**config.mk**
```make
export PLATFORM = sky130hd
export DESIGN_NAME = dragon_line_ctrl
export DESIGN_NICKNAME = d
export VERILOG_FILES = /design/src/rtl/dragon_pkg.sv /design/src/rtl/dragon_req_seq.sv /design/src/rtl/dragon_snoop.sv /design/src/rtl/dragon_line_ctrl.sv
export SDC_FILE = /design/constraint.sdc
export NUM_CORES = 1
export LEC_CHECK = 0
export BUFFER_PORTS_ARGS = -buffer_cell sky130_fd_sc_hd__clkbuf_2
export CAP_MARGIN = 20
export CORE_AREA = 2 2 92 94
export DETAILED_ROUTE_END_ITERATION = 10
export DIE_AREA = 0 0 94 96
export GPL_ROUTABILITY_DRIVEN = 0
export GPL_TIMING_DRIVEN = 0
export PLACE_DENSITY = 0.79
export SYNTH_ARGS = -nofsm -noshare
export SYNTH_HDL_FRONTEND = slang
export SYNTH_HIERARCHICAL = 1
export SYNTH_SLANG_ARGS = --single-unit
```
**constraint.sdc**
```tcl
create_clock -name clk -period 2.5 [get_ports clk]
set_input_delay 0 -clock clk [delete_from_list [all_inputs] [get_ports clk]]
set_output_delay 0 -clock clk [all_outputs]
set_load 0.02 [all_outputs]
```
**src/rtl/dragon_pkg.sv**
```systemverilog
package dragon_pkg;

    typedef enum logic [1:0] {
        ST_EXCL  = 2'd0,
        ST_SHCLN = 2'd1,
        ST_SHOWN = 2'd2,
        ST_MOD   = 2'd3
    } line_st_e;

    typedef enum logic [1:0] {
        BUS_IDLE = 2'd0,
        BUS_RD   = 2'd1,
        BUS_UPD  = 2'd2
    } bus_cmd_e;

    typedef enum logic [1:0] {
        REQ_RD_HIT  = 2'd0,
        REQ_RD_MISS = 2'd1,
        REQ_WR_HIT  = 2'd2,
        REQ_WR_MISS = 2'd3
    } req_kind_e;

    typedef enum logic [1:0] {
        PH_IDLE = 2'd0,
        PH_FILL = 2'd1,
        PH_UPD  = 2'd2
    } phase_e;

    typedef struct packed {
        logic     held;
        line_st_e st;
    } line_t;

endpackage

```
**src/rtl/dragon_req_seq.sv**
```systemverilog
module dragon_req_seq
    import dragon_pkg::*;
#(
    parameter int DATA_W = 32,
    parameter int IDX_W  = 3
) (
    input  logic              clk,
    input  logic              rst_n,
    input  logic              pr_valid,
    input  req_kind_e         pr_kind,
    input  logic [IDX_W-1:0]  pr_idx,
    input  logic [DATA_W-1:0] pr_wdata,
    input  logic              snp_valid,
    input  logic              line_held,
    input  line_st_e          line_st,
    input  logic              bus_gnt,
    input  logic              copies_exist,
    output logic              pr_ready,
    output logic              pr_done,
    output logic              bus_req,
    output bus_cmd_e          bus_cmd,
    output logic [IDX_W-1:0]  bus_idx,
    output logic [DATA_W-1:0] bus_wdata,
    output logic              ln_we,
    output line_st_e          ln_st
);

    typedef struct packed {
        phase_e            ph;
        logic [IDX_W-1:0]  idx;
        logic [DATA_W-1:0] data;
        logic              is_wr;
        logic              done;
    } seq_t;

    seq_t s_q, s_d;
    logic accept;

    always_comb begin
        s_d      = s_q;
        s_d.done = 1'b0;
        ln_we    = 1'b0;
        ln_st    = line_st;
        accept   = (s_q.ph == PH_IDLE) && !snp_valid && pr_valid;
        case (s_q.ph)
            PH_IDLE: begin
                if (accept) begin
                    s_d.idx   = pr_idx;
                    s_d.data  = pr_wdata;
                    s_d.is_wr = (pr_kind == REQ_WR_HIT) || (pr_kind == REQ_WR_MISS);
                    case (pr_kind)
                        REQ_RD_HIT: s_d.done = 1'b1;
                        REQ_WR_HIT: begin
                            if (line_st == ST_EXCL || line_st == ST_MOD) begin
                                ln_we    = 1'b1;
                                ln_st    = ST_MOD;
                                s_d.done = 1'b1;
                            end else begin
                                s_d.ph = PH_UPD;
                            end
                        end
                        default: s_d.ph = PH_FILL;
                    endcase
                end
            end
            PH_FILL: begin
                if (bus_gnt) begin
                    ln_we  = 1'b1;
                    s_d.ph = PH_IDLE;
                    if (!s_q.is_wr) begin
                        ln_st    = copies_exist ? ST_SHCLN : ST_EXCL;
                        s_d.done = 1'b1;
                    end else if (copies_exist) begin
                        ln_st  = ST_SHCLN;
                        s_d.ph = PH_UPD;
                    end else begin
                        ln_st    = ST_MOD;
                        s_d.done = 1'b1;
                    end
                end
            end
            PH_UPD: begin
                if (bus_gnt) begin
                    ln_we    = 1'b1;
                    ln_st    = copies_exist ? ST_SHOWN : ST_MOD;
                    s_d.ph   = PH_IDLE;
                    s_d.done = 1'b1;
                end
            end
            default: s_d.ph = PH_IDLE;
        endcase
    end

    always_ff @(posedge clk) begin
        if (!rst_n) s_q <= '0;
        else        s_q <= s_d;
    end

    assign pr_ready  = (s_q.ph == PH_IDLE) && !snp_valid;
    assign pr_done   = s_q.done;
    assign bus_req   = (s_q.ph != PH_IDLE);
    assign bus_cmd   = (s_q.ph == PH_FILL) ? BUS_RD :
                       (s_q.ph == PH_UPD)  ? BUS_UPD : BUS_IDLE;
    assign bus_idx   = s_q.idx;
    assign bus_wdata = s_q.data;

    // a grant only arrives for a pending transaction
    p_gnt_needs_req_r10: assert property (@(posedge clk) disable iff (!rst_n)
        bus_gnt |-> bus_req);

    // the broadcast word holds still while waiting for the bus
    p_upd_word_stable_r5: assert property (@(posedge clk) disable iff (!rst_n)
        (bus_cmd == BUS_UPD && !bus_gnt) |=> ($stable(bus_wdata) && $stable(bus_idx)));

    // hits are only issued against a held line
    p_hit_on_held_r3: assert property (@(posedge clk) disable iff (!rst_n)
        (pr_valid && pr_ready && (pr_kind == REQ_RD_HIT || pr_kind == REQ_WR_HIT)) |-> line_held);

endmodule

```
**src/rtl/dragon_snoop.sv**
```systemverilog
module dragon_snoop
    import dragon_pkg::*;
(
    input  logic     clk,
    input  logic     rst_n,
    input  logic     snp_valid,
    input  bus_cmd_e snp_cmd,
    input  logic     line_held,
    input  line_st_e line_st,
    output logic     sn_we,
    output line_st_e sn_st,
    output logic     sn_flush,
    output logic     sn_cpy
);

    always_comb begin
        sn_we    = 1'b0;
        sn_st    = line_st;
        sn_flush = 1'b0;
        sn_cpy   = 1'b0;
        if (snp_valid && line_held) begin
            case (snp_cmd)
                BUS_RD: begin
                    case (line_st)
                        ST_EXCL: begin
                            sn_we = 1'b1;
                            sn_st = ST_SHCLN;
                        end
                        ST_MOD: begin
                            sn_we    = 1'b1;
                            sn_st    = ST_SHOWN;
                            sn_flush = 1'b1;
                        end
                        ST_SHOWN: sn_flush = 1'b1;
                        default: ;
                    endcase
                end
                BUS_UPD: begin
                    case (line_st)
                        ST_SHOWN: begin
                            sn_we  = 1'b1;
                            sn_st  = ST_SHCLN;
                            sn_cpy = 1'b1;
                        end
                        ST_SHCLN: sn_cpy = 1'b1;
                        default: ;
                    endcase
                end
                default: ;
            endcase
        end
    end

    // a broadcast word never reaches a sole copy
    p_upd_not_sole_r8: assert property (@(posedge clk) disable iff (!rst_n)
        (snp_valid && snp_cmd == BUS_UPD && line_held) |-> (line_st == ST_SHCLN || line_st == ST_SHOWN));

endmodule

```
**src/rtl/dragon_line_ctrl.sv**
```systemverilog
module dragon_line_ctrl
    import dragon_pkg::*;
#(
    parameter  int DATA_W = 32,
    parameter  int WORDS  = 8,
    localparam int IDX_W  = (WORDS > 1) ? $clog2(WORDS) : 1
) (
    input  logic              clk,
    input  logic              rst_n,
    input  logic              pr_valid,
    input  logic [1:0]        pr_kind,
    input  logic [IDX_W-1:0]  pr_idx,
    input  logic [DATA_W-1:0] pr_wdata,
    output logic              pr_ready,
    output logic              pr_done,
    output logic              bus_req,
    output logic [1:0]        bus_cmd,
    output logic [IDX_W-1:0]  bus_idx,
    output logic [DATA_W-1:0] bus_wdata,
    input  logic              bus_gnt,
    input  logic              copies_exist,
    input  logic              snp_valid,
    input  logic [1:0]        snp_cmd,
    input  logic [IDX_W-1:0]  snp_idx,
    input  logic [DATA_W-1:0] snp_wdata,
    output logic              snp_flush,
    output logic              upd_we,
    output logic [IDX_W-1:0]  upd_idx,
    output logic [DATA_W-1:0] upd_wdata,
    output logic              line_held,
    output logic [1:0]        line_state
);

    typedef struct packed {
        line_t             line;
        logic              flush;
        logic              cpy_we;
        logic [IDX_W-1:0]  cpy_idx;
        logic [DATA_W-1:0] cpy_data;
    } top_t;

    top_t     t_q, t_d;
    logic     seq_we, sn_we, sn_flush, sn_cpy;
    line_st_e seq_st, sn_st;
    bus_cmd_e seq_cmd;

    dragon_req_seq #(.DATA_W(DATA_W), .IDX_W(IDX_W)) seq_i (
        .clk          (clk),
        .rst_n        (rst_n),
        .pr_valid     (pr_valid),
        .pr_kind      (req_kind_e'(pr_kind)),
        .pr_idx       (pr_idx),
        .pr_wdata     (pr_wdata),
        .snp_valid    (snp_valid),
        .line_held    (t_q.line.held),
        .line_st      (t_q.line.st),
        .bus_gnt      (bus_gnt),
        .copies_exist (copies_exist),
        .pr_ready     (pr_ready),
        .pr_done      (pr_done),
        .bus_req      (bus_req),
        .bus_cmd      (seq_cmd),
        .bus_idx      (bus_idx),
        .bus_wdata    (bus_wdata),
        .ln_we        (seq_we),
        .ln_st        (seq_st)
    );

    dragon_snoop snoop_i (
        .clk       (clk),
        .rst_n     (rst_n),
        .snp_valid (snp_valid),
        .snp_cmd   (bus_cmd_e'(snp_cmd)),
        .line_held (t_q.line.held),
        .line_st   (t_q.line.st),
        .sn_we     (sn_we),
        .sn_st     (sn_st),
        .sn_flush  (sn_flush),
        .sn_cpy    (sn_cpy)
    );

    always_comb begin
        t_d        = t_q;
        t_d.cpy_we = 1'b0;
        t_d.flush  = sn_flush;
        if (seq_we) begin
            t_d.line.held = 1'b1;
            t_d.line.st   = seq_st;
        end else if (sn_we) begin
            t_d.line.st   = sn_st;
        end
        if (sn_cpy) begin
            t_d.cpy_we   = 1'b1;
            t_d.cpy_idx  = snp_idx;
            t_d.cpy_data = snp_wdata;
        end
    end

    always_ff @(posedge clk) begin
        if (!rst_n) t_q <= '0;
        else        t_q <= t_d;
    end

    assign bus_cmd    = seq_cmd;
    assign snp_flush  = t_q.flush;
    assign upd_we     = t_q.cpy_we;
    assign upd_idx    = t_q.cpy_idx;
    assign upd_wdata  = t_q.cpy_data;
    assign line_held  = t_q.line.held;
    assign line_state = t_q.line.st;

    // no invalid state, a held line stays held
    p_held_sticky_r11: assert property (@(posedge clk) disable iff (!rst_n)
        line_held |=> line_held);

    // the line is supplied only after a snooped read found dirty data
    p_flush_from_dirty_r7: assert property (@(posedge clk) disable iff (!rst_n)
        snp_flush |-> ($past(snp_valid) && $past(snp_cmd) == 2'd1 && $past(line_held)
                       && ($past(line_state) == 2'd3 || $past(line_state) == 2'd2)));

    // exclusive is entered only by a grant that saw no other copies
    p_excl_entry_r2: assert property (@(posedge clk) disable iff (!rst_n)
        (line_held && line_state == 2'd0 && !($past(line_held) && $past(line_state) == 2'd0))
            |-> ($past(bus_gnt) && !$past(copies_exist)));

    // the bus serialises: own grant and a snoop never share a cycle
    p_gnt_snoop_excl_r10: assert property (@(posedge clk) disable iff (!rst_n)
        !(bus_gnt && snp_valid));

endmodule

```
==> run_results.csv <==
group,metric,value,unit
outcome,run_status,"completed",
hold_path,hold_path.startpoint,"rst_n",
placement,hpwl,6.564,mm
timing,setup-violations-final,0,
worst_setup_path,crit_path_dat,2.28,ns
detailed_routing,post-route-drc-count,0,
yosys,synth_top_cells_by_area,"sky130_fd_sc_hd__dfxtp_1, sky130_fd_sc_hd__mux2i_1, sky130_fd_sc_hd__nand2_1",
job,number_of_violations_of_the_max_capacitance_limit,0,
timing,worstMarginPinSlew,0.3930,ns
floorplan,fp.dieH,96,um
timing,finalSetupTns,0,ns
detailed_routing,via_count,3578,
worst_setup_path,critical-path-top-delay-family,"compound AO/OA/AOI/OAI gates",
worst_setup_path,critical_path.slowest_cell,"sky130_fd_sc_hd__dfxtp_1",
hold_path,timing.hold.worst_path_depth,2,
yosys,ys_dominant_reg_cell,"sky130_fd_sc_hd__dfxtp_1",
clock_tree,cts_max_level,3,
timing,final_critical_path_setup_slack,0.4475,ns
worst_setup_path,timing_worst_setup_path_type,"flop to flop",
clock_tree,postCtsResizedCells,0,
worst_setup_path,worst_setup_path_startpoint,"line_state[0]",
detailed_routing,antenna_violating_nets_post_route,0,
clock_tree,cts_post_setup_buffers_inserted,0,
detailed_routing,drt_pre_antenna_iters,4,
yosys,synth_area,3782,sq um
clock_tree,cts_inserted_buffers,9,
placement,port-buffer-count,157,
clock_tree,cts.root.buffer_cell,"sky130_fd_sc_hd__clkbuf_8",
yosys,yosysTopAreaCell,"sky130_fd_sc_hd__dfxtp_1",
floorplan,number_of_cell_rows,33,
worst_setup_path,timing.rr.start,"line_state[0]",
yosys,synth_seq_cells,79,
timing,setup_repair_after_global_routing_missed_its_margin,"no",
hold_path,min-delay-path-class,"input port to flop",
final_layout,antenna_cells,0,
yosys,synthesis.area_per_instance,9.432,sq um
detailed_routing,via_density_per_instance,4.777,
timing,timing.final.crit_share,82.10,%
worst_setup_path,timing.critical_path.to_type,"flop",
yosys,ys_types,43,
pwr,power_density,543.7,nW/um^2
timing,period_minus_slack,2.052,ns
worst_setup_path,data_required_time_at_the_worst_endpoint,2.73,ns
worst_setup_path,crit_path_cell_trace,"inv_1 -> ha_1 -> nand3b_1 -> o21ai_0 -> a211o_1 -> mux2_2 -> o211a_1",
pwr,static-leakage-power,0.002582,uW
detailed_routing,routed_wire_length_per_instance,13.62,um
yosys,synthArstFlopShare,0,%
yosys,synthesis.nets,494,
grt,grt_start_max_net_pins,13,
timing,final-max-slew-violation-count,0,
final_layout,layout-drive-gt1-share,35.25,%
timing,maxSlewHeadroom,73.12,%
final_layout,layout-area-overhead-vs-synth,49.09,%
yosys,synthesis.yosys.warnings,6,
clock_tree,clock_latency,0.34,ns
clock_tree,numClockSinks,79,
floorplan,floorplan_die_area,9024,sq um
yosys,synthCells,401,
worst_setup_path,critPathLaunchType,"flop",
grt,groute.usage.overall,22.50,%
placement,post_dp_cell_area,4700,sq um
floorplan,core_region_area,8051,sq um
grt,grt_remaining_overflow,0,
timing,max_freq,487.2,MHz
clock_tree,cts_tree,"yes",
timing,finalHoldViolCount,0,
yosys,synth_edf_count,0,
detailed_routing,routed_wl,10.20,mm
timing,fin_worst_skew,0.01394,ns
final_layout,stdcell_area,5639,sq um
yosys,ys_seq_area_share,41.81,%
yosys,synth_largest_type_area_fraction,41.81,%
clock_tree,clk_pin_slew,0.08,ns
grt,wire_length_of_the_first_global_routing_pass,15.87,mm
detailed_routing,drt_iter0_drc,118,
floorplan,die_width,94,um
worst_setup_path,reg2reg_depth,7,
worst_setup_path,critical_path_peak_fanout,10,
pwr,vdd.ir_drop.worst,0.0003275,V
final_layout,num-nets-final,734,
floorplan,start_util,46.98,%
worst_setup_path,crit_cells,7,
placement,place_ws,0.4858,ns
grt,first_global_vias,3590,
worst_setup_path,cp_slowest_stage_delay,0.52,ns
worst_setup_path,path_buf_inv,1,
grt,antenna_found_initial,0,
clock_tree,clk_path_buf_depth,2,
floorplan,io_pins,160,
[flip-flops by register name, indices dropped and copies added (netlist names)]
| name | cells |
|---|---|
| seq_i/s_q | 3 |
| upd_idx | 3 |
| seq_i/bus_wdata | 32 |
| seq_i/pr_done | 1 |
| snp_flush | 1 |
| line_held | 1 |
| line_state | 2 |
| upd_we | 1 |
| upd_wdata | 32 |
| seq_i/bus_idx | 3 |
[area by class of cell]
class                      instances  area [sq um]
buffer                            56         436.7
clock buffer                      11         151.4
clock inverter                     3         67.56
fill                             624          2412
inverter                          10         37.54
multi-input combinational        256          1727
sequential                        79          1582
tap                              105         131.4
timing repair buffer             229          1506
[cell usage after synthesis (6+ instances only)]
master                     count
sky130_fd_sc_hd__a21boi_0      6
sky130_fd_sc_hd__a21boi_1     31
sky130_fd_sc_hd__buf_4        36
sky130_fd_sc_hd__clkbuf_1      8
sky130_fd_sc_hd__dfxtp_1      79
sky130_fd_sc_hd__ha_1         13
sky130_fd_sc_hd__inv_1         9
sky130_fd_sc_hd__mux2i_1      35
sky130_fd_sc_hd__nand2_1      75
sky130_fd_sc_hd__nor2_1        7
sky130_fd_sc_hd__nor2b_1      39
[worst reg2reg max path: cells and delay by family, from the launching register on]
family                     cells  cell delay, ns
AOI/OAI and AO/OA              3            0.53
DFF                            1            0.52
buffers and inverters          1            0.13
muxes                          1            0.26
and+or+nand+nor                1            0.14
adders and majority gates      1            0.38
[stage by stage]
stage | util (%) | std cells | power, uW | hold WS (ns)
finish | 70.04 | 749 | 3066 | 0.03656
global route | 70.04 | 749 | 3210 | 0.04438
CTS | 70.04 | 749 | 3081 | 0.01212
detailed placement | 58.37 | 663 | 1950 | 0.2299
global placement | 58.37 | 663 | 1931 | 0.2226
floorplan | - | 401 | 1761 | 0.07979
[layout by cell type (no fill, tap or decap), types with 11 or more instances in the layout]
cell                            instances
sky130_fd_sc_hd__clkbuf_2             157
sky130_fd_sc_hd__dfxtp_1               79
sky130_fd_sc_hd__nand2_1               75
sky130_fd_sc_hd__dlygate4sd3_1         72
sky130_fd_sc_hd__nor2b_1               39
sky130_fd_sc_hd__buf_4                 36
sky130_fd_sc_hd__mux2i_1               35
sky130_fd_sc_hd__a21boi_1              31
sky130_fd_sc_hd__ha_1                  13
sky130_fd_sc_hd__clkbuf_8              11
[repair_timing]
action / 4_1_cts / 5_1_grt
hold buffers: 72 / 0
endpoints found under the setup margin: 0 / 0
endpoints found under the hold margin: 72 / 0
[metal layers]
layer / wire length (um) / GRT usage [%] / vias to the layer above / part of all wire, %
met4: 448 / 13.89 / 0 / 4.4
met1: 3853 / 23.33 / 1654 / 38
met2: 5492 / 42.20 / 119 / 54
li1: - / - / 1767 / -
met5: 0 / 0 / - / 0
met3: 407 / 3.759 / 38 / 4.0
[final timing paths]
check	endpoint	slack [ns]
worst max register to register	line_state[0]	0.45
worst max-delay path	line_state[0]	0.45
worst min-delay path	upd_wdata[12]	0.04
worst min register to register	seq_i/bus_wdata[10]	0.45
[logic make-up (layout without fill, tap and decap cells)]
| group | count (synthesis) | in the layout | share of synthesized area [%] |
|---|---|---|---|
| AOI/OAI and AO/OA | 61 | 61 | 11.81 |
| adders and majority gates | 13 | 13 | 4.300 |
| buffers and inverters | 66 | 309 | 12.54 |
| DFF | 79 | 79 | 41.81 |
| muxes | 37 | 37 | 9.858 |
| and+or+nand+nor | 145 | 145 | 19.68 |
[where the power goes]
| part | internal (uW) | switching (uW) |
|---|---|---|
| clock | 606 | 436 |
| combinational | 340 | 329 |
| sequential | 1310 | 43.9 |
| total | 2260 | 808 |
(Power assumes the default switching activity.)
